## config.mk

```make
export PLATFORM = sky130hd
export DESIGN_NAME = ddr_rowmiss_rd
export DESIGN_NICKNAME = d
export VERILOG_FILES = /design/src/rtl/ddr_rm_pkg.sv /design/src/rtl/ddr_rm_fsm.sv /design/src/rtl/ddr_rm_addr.sv /design/src/rtl/ddr_rm_pipe.sv /design/src/rtl/ddr_rowmiss_rd.sv
export SDC_FILE = /design/constraint.sdc
export NUM_CORES = 1
export LEC_CHECK = 0
export CAP_MARGIN = 20
export CORE_UTILIZATION = 40
export DETAILED_ROUTE_END_ITERATION = 10
export PLACE_DENSITY = 0.81
export REMOVE_ABC_BUFFERS = 1
export SYNTH_ARGS = -nofsm -noshare
export SYNTH_HDL_FRONTEND = slang
export SYNTH_SLANG_ARGS = --single-unit
```

## constraint.sdc

```tcl
create_clock -name clk -period 1.9 [get_ports clk]
set_input_delay 0.38 -clock clk [delete_from_list [all_inputs] [get_ports clk]]
set_output_delay 0.38 -clock clk [all_outputs]
set_load 0.03 [all_outputs]
```

## src/rtl/ddr_rm_pkg.sv

```systemverilog
package ddr_rm_pkg;
  typedef enum logic [1:0] {
    ST_IDLE = 2'd0,
    ST_PRE  = 2'd1,
    ST_ACT  = 2'd2,
    ST_COL  = 2'd3
  } seq_state_t;
endpackage

```

## src/rtl/ddr_rm_fsm.sv

```systemverilog
module ddr_rm_fsm
  import ddr_rm_pkg::*;
#(
  parameter int BEATS  = 4,
  parameter int BEAT_W = $clog2(BEATS)
) (
  input  logic              clk,
  input  logic              rst_n,
  input  logic              start,
  output logic              idle,
  output logic              pre,
  output logic              act,
  output logic              rd,
  output logic              rd_last,
  output logic [BEAT_W-1:0] beat
);
  localparam logic [BEAT_W-1:0] LAST_BEAT = BEAT_W'(BEATS - 1);

  seq_state_t state;

  always_ff @(posedge clk) begin
    if (!rst_n) begin
      state <= ST_IDLE;
      beat  <= '0;
    end else begin
      case (state)
        ST_IDLE: if (start) state <= ST_PRE;
        ST_PRE:  state <= ST_ACT;
        ST_ACT: begin
          state <= ST_COL;
          beat  <= '0;
        end
        ST_COL: begin
          if (beat == LAST_BEAT) state <= ST_IDLE;
          else                   beat  <= beat + 1'b1;
        end
        default: state <= ST_IDLE;
      endcase
    end
  end

  assign idle    = (state == ST_IDLE);
  assign pre     = (state == ST_PRE);
  assign act     = (state == ST_ACT);
  assign rd      = (state == ST_COL);
  assign rd_last = rd && (beat == LAST_BEAT);

  // a column burst never ends early
  a_r4_burst_continues: assert property (@(posedge clk) disable iff (!rst_n)
    (rd && !rd_last) |=> rd);
endmodule

```

## src/rtl/ddr_rm_addr.sv

```systemverilog
module ddr_rm_addr #(
  parameter int ROW_W  = 26,
  parameter int BEAT_W = 2,
  parameter int COL_W  = BEAT_W + 1
) (
  input  logic              clk,
  input  logic              rst_n,
  input  logic              load,
  input  logic [ROW_W-1:0]  row_in,
  input  logic [BEAT_W-1:0] beat,
  output logic [ROW_W-1:0]  row,
  output logic [COL_W-1:0]  col
);
  always_ff @(posedge clk) begin
    if (!rst_n)    row <= '0;
    else if (load) row <= row_in;
  end

  // one column read per doubleword pair: even doubleword index
  assign col = {beat, 1'b0};
endmodule

```

## src/rtl/ddr_rm_pipe.sv

```systemverilog
module ddr_rm_pipe #(
  parameter int W = 128
) (
  input  logic         clk,
  input  logic         rst_n,
  input  logic         en,
  input  logic         last_in,
  input  logic [W-1:0] din,
  output logic         valid,
  output logic         last,
  output logic [W-1:0] dout
);
  always_ff @(posedge clk) begin
    if (!rst_n) begin
      valid <= 1'b0;
      last  <= 1'b0;
      dout  <= '0;
    end else begin
      valid <= en;
      last  <= en && last_in;
      if (en) dout <= din;
    end
  end

  // the final marker only rides on a valid beat
  a_r7_last_valid: assert property (@(posedge clk) disable iff (!rst_n)
    last |-> valid);
endmodule

```

## src/rtl/ddr_rowmiss_rd.sv

```systemverilog
module ddr_rowmiss_rd #(
  parameter int ADDR_W     = 32,
  parameter int DQ_W       = 64,
  parameter int LINE_BYTES = 64,
  localparam int WORD_BYTES = DQ_W / 8,
  localparam int WORDS      = LINE_BYTES / WORD_BYTES,
  localparam int BEATS      = WORDS / 2,
  localparam int OFS_W      = $clog2(LINE_BYTES),
  localparam int ROW_W      = ADDR_W - OFS_W,
  localparam int COL_W      = $clog2(WORDS),
  localparam int BEAT_W     = $clog2(BEATS)
) (
  input  logic              clk,
  input  logic              rst_n,
  input  logic              cmd_valid,
  output logic              cmd_ready,
  input  logic [ADDR_W-1:0] cmd_addr,
  output logic              busy,
  output logic              dram_pre,
  output logic              dram_act,
  output logic              dram_rd,
  output logic [ROW_W-1:0]  dram_row,
  output logic [COL_W-1:0]  dram_col,
  input  logic [2*DQ_W-1:0] dram_rdata,
  output logic              out_valid,
  output logic [2*DQ_W-1:0] out_data,
  output logic              out_last
);
  logic              idle, rd_last, accept;
  logic [BEAT_W-1:0] beat;
  logic              unused_ofs;

  assign unused_ofs = ^cmd_addr[OFS_W-1:0];
  assign accept     = cmd_valid && idle;
  assign cmd_ready  = idle;
  assign busy       = !idle;

  ddr_rm_fsm #(.BEATS(BEATS), .BEAT_W(BEAT_W)) u_fsm (
    .clk(clk), .rst_n(rst_n), .start(accept), .idle(idle),
    .pre(dram_pre), .act(dram_act), .rd(dram_rd), .rd_last(rd_last), .beat(beat)
  );

  ddr_rm_addr #(.ROW_W(ROW_W), .BEAT_W(BEAT_W), .COL_W(COL_W)) u_addr (
    .clk(clk), .rst_n(rst_n), .load(accept), .row_in(cmd_addr[ADDR_W-1:OFS_W]),
    .beat(beat), .row(dram_row), .col(dram_col)
  );

  ddr_rm_pipe #(.W(2*DQ_W)) u_pipe (
    .clk(clk), .rst_n(rst_n), .en(dram_rd), .last_in(rd_last), .din(dram_rdata),
    .valid(out_valid), .last(out_last), .dout(out_data)
  );

  a_r5_cmd_onehot: assert property (@(posedge clk) disable iff (!rst_n)
    $onehot0({dram_pre, dram_act, dram_rd}));
  a_r2_pre_after_accept: assert property (@(posedge clk) disable iff (!rst_n)
    (cmd_valid && cmd_ready) |=> dram_pre);
  a_r3_act_after_pre: assert property (@(posedge clk) disable iff (!rst_n)
    dram_pre |=> dram_act);
  a_r4_first_col_zero: assert property (@(posedge clk) disable iff (!rst_n)
    dram_act |=> (dram_rd && dram_col == '0));
  a_r4_row_held: assert property (@(posedge clk) disable iff (!rst_n)
    dram_rd |-> $stable(dram_row));
  a_r6_beat_after_read: assert property (@(posedge clk) disable iff (!rst_n)
    out_valid |-> $past(dram_rd));
  a_r1_busy_in_seq: assert property (@(posedge clk) disable iff (!rst_n)
    (dram_pre || dram_act || dram_rd) |-> busy);
  a_r7_done_on_last: assert property (@(posedge clk) disable iff (!rst_n)
    (out_valid && out_last) |-> !busy);
endmodule

```

==> impl_metrics.py, run 1 <==
metrics = {
    "run_status": {
        "run_status": "finished, final reports clean",
    },
    "worst_hold_path": {
        "hp-class": "input pin to flop",
        "hp-start": "rst_n",
        "worstHoldEndpoint": "u_addr.row[15]$_SDFFE_PN0P_",
        "min_path_cells": 2,
    },
    "grt": {
        "antenna_found_initial": 0,
        "grt_remaining_overflow": 0,
        "grt_max_degree": 67,
        "track_usage_pct": 19.7,
        "grt_pass1_wl_microns": 24600,
        "grt_pass1_vias": 4798,
    },
    "setup_path": {
        "cp_cell_sequence": "clkdlybuf4s50_1",
        "rrSetupSlack_ps": 390,
        "r2r-end": "u_pipe.dout[15]$_SDFFE_PN0N_",
        "start_kind": "flop",
        "crit_family": "buffers and inverters",
        "slowest_stage": "clkdlybuf4s50_1",
        "max_stage_delay_ps": 690,
        "crit_path_end_kind": "primary output",
        "arrival_ps": 1470,
        "regToRegStartpoint": "u_fsm.state[0]$_SDFFE_PN0P_",
        "path_buf_inv": 1,
        "worstSetupPathType": "flop to primary output",
        "worstPathMaxFanout": 2,
        "required_ps": 1520,
        "reg2regPathDepth": 4,
    },
    "die": {
        "die_w_microns": 127,
        "pin_count": 327,
        "fp.dieH_microns": 127,
        "die-area_sq_um": 16100,
        "core_sq_um": 15300,
        "initial_core_util_pct": 41.0,
        "rows": 45,
    },
    "pwr": {
        "power_density_nw_per_um2": 1000,
        "peakVddDrop_uv": 912,
        "p_leak_nw": 3.48,
        "finalPower_w": 0.0101,
    },
    "logic_synthesis": {
        "synthTopCellsByArea": "dfxtp_1 51%, mux2i_1 21%, nor2b_1 13%",
        "synth.distinct_cells": 24,
        "synth-seq-cells": 160,
        "ys_seq_area_share_pct": 51.2,
        "post_synth.cell_area_avg_sq_um": 11.1,
        "yosysWarnings": 0,
        "syn-cell-area_sq_um": 6260,
        "synth_top_area_share_pct": 51.2,
        "synth_cells": 564,
        "synth_top_cell_by_area": "dfxtp_1",
    },
    "sta": {
        "max_freq_mhz": 542,
        "rsz0062_at_grt": "no",
        "hold_violations": 0,
        "skew_ps": 5.92,
        "drv_slew": 0,
        "fin_setup_tns_ps": 0,
        "layout_min_cycle_time_ps": 1850,
        "finalSetupViolCount": 0,
        "period_share_pct": 97.1,
    },
    "clock_tree": {
        "clock_latency_ps": 410,
        "clk_pin_slew_ps": 60,
        "clk_path_buf_depth": 2,
        "cts.sinks": 160,
        "ctsHtreeMaxLevel": 4,
        "cts_root_buffer": "clkbuf_16",
        "cts_tree": "done",
        "cts_buffers": 17,
        "cts_hold_buf": 0,
    },
    "route": {
        "via_per_inst": 4.48,
        "vias": 4917,
        "first_pass_iters": 3,
        "final_antenna_net_count": 0,
        "drtIter0Drc": 189,
        "wl_microns": 16100,
        "routedWlPerCell_microns": 14.7,
        "drc_errors": 0,
    },
    "finish": {
        "stdcell_count": 1098,
        "layout.cells.most_common_list": "310 x clkdlybuf4s50_1, 158 x dfxtp_1, 131 x mux2i_1",
        "final_common_cell": "clkdlybuf4s50_1",
        "utilization_pct": 66.3,
        "syn_to_final_growth_pct": 61.8,
        "num-fill-cells": 1213,
        "drive_gt1_share_pct": 5.75,
        "fin_nets": 1047,
        "diodes": 0,
    },
    "job": {
        "drv_cap": 0,
    },
    "place": {
        "portBuffers": 319,
        "hpwl_microns": 11600,
        "gp_congestion": 0.768,
        "dp.cells": 1069,
    },
}
[routing by layer]
layer	share of wire (%)	track usage (%)	vias to the layer above
met1	41	21.8	2220
met3	8.1	7.50	37
met2	48	33.2	197
met4	3.1	9.66	0
met5	0	0	-
li1	-	-	2463
[worst max-delay path by stage]
stage	to	slack, ps	depth (start not counted)	from
detailed placement	cmd_ready	120	3	u_fsm.state[0]$_SDFFE_PN0P_
global route	out_data[9]	0.3	1	u_pipe.dout[9]$_SDFFE_PN0N_
global placement	cmd_ready	130	3	u_fsm.state[0]$_SDFFE_PN0P_
floorplan	u_fsm.beat[0]$_SDFFE_PN0P_	-3760	3	u_fsm.state[0]$_SDFFE_PN0P_
finish	out_data[37]	50	1	u_pipe.dout[37]$_SDFFE_PN0N_
CTS	dram_col[1]	2	1	u_fsm.beat[0]$_SDFFE_PN0P_
[state kept, by name, summed over array words and instances, names as in the netlist]
name / cells
u_pipe.dout: 128
u_addr.row: 26
u_fsm.beat: 2
u_pipe.last: 1
u_pipe.valid: 1
u_fsm.state: 2
[repair_timing]
item	in CTS	in global routing
buffers inserted	0	0
hold endpoints to repair	0	0
gates resized for setup	6	7
pin swaps	0	0
setup endpoints to repair	4	5
gates cloned	0	0
[synthesized netlist by cell type]
cell type and n:
ha_1 7, buf_8 12, nand3_1 1, buf_6 2
nand2_1 56, and2_1 2, and3_1 1, a21boi_0 24
clkbuf_1 16, a21boi_1 2, mux2i_4 1, nor2b_1 129
buf_4 6, nand2_2 1, a21oi_1 1, conb_1 1
nand3b_1 1, inv_1 5, dfxtp_1 160, mux2i_1 131
o31a_1 1, buf_2 2, o21a_1 1, buf_12 1
[per-stage QoR]
stage	setup WS (ps)	hold slack, ps	cell area (sq um)
after floorplan	-3760	483	5920
after global placement	133	441	9600
after detailed placement	121	444	9600
after CTS	1.61	390	10100
after global routing	0.271	415	10100
final	54.2	404	10100
[power by group]
group / internal [W] / leakage, nW / switching (W)
sequential: 0.00369 / 1.30 / 0.000181
clock: 0.00177 / 0.257 / 0.00131
combinational: 0.00151 / 1.92 / 0.00166
total: 0.00697 / 3.48 / 0.00316
[cell families (layout without fill, tap and decap cells)]
family	count (synthesis)	count (layout)	share of synthesized area [%]
adder cells (fa/ha/maj)	7	7	1.40
other	1	1	0.0599
AND/OR/NAND/NOR	191	191	16.9
multiplexers	132	132	21.3
AO/OA/AOI/OAI	29	29	3.46
flip-flops	160	160	51.2
buffers and inverters	44	367	5.70
[cell type report]
class	count	area [sq um]	share of cell area (%)
Tap cell	211	264	2.61
Clock inverter	11	96.3	0.952
Inverter	5	18.8	0.185
Clock buffer	18	429	4.24
Timing Repair Buffer	333	3400	33.6
Multi-Input combinational cell	360	2710	26.8
Sequential cell	160	3210	31.7
Power figures use the tool's default switching activity.
==> run 2: changes to the inputs <==
--- a/config.mk
+++ b/config.mk
@@ -8,6 +8,7 @@
 export CAP_MARGIN = 20
 export CORE_UTILIZATION = 40
 export DETAILED_ROUTE_END_ITERATION = 10
+export GPL_ROUTABILITY_DRIVEN = 0
 export PLACE_DENSITY = 0.81
 export REMOVE_ABC_BUFFERS = 1
 export SYNTH_ARGS = -nofsm -noshare
==> results of run 2 <==
No change in the layout: final DEF, timing and power equal those of run 1.
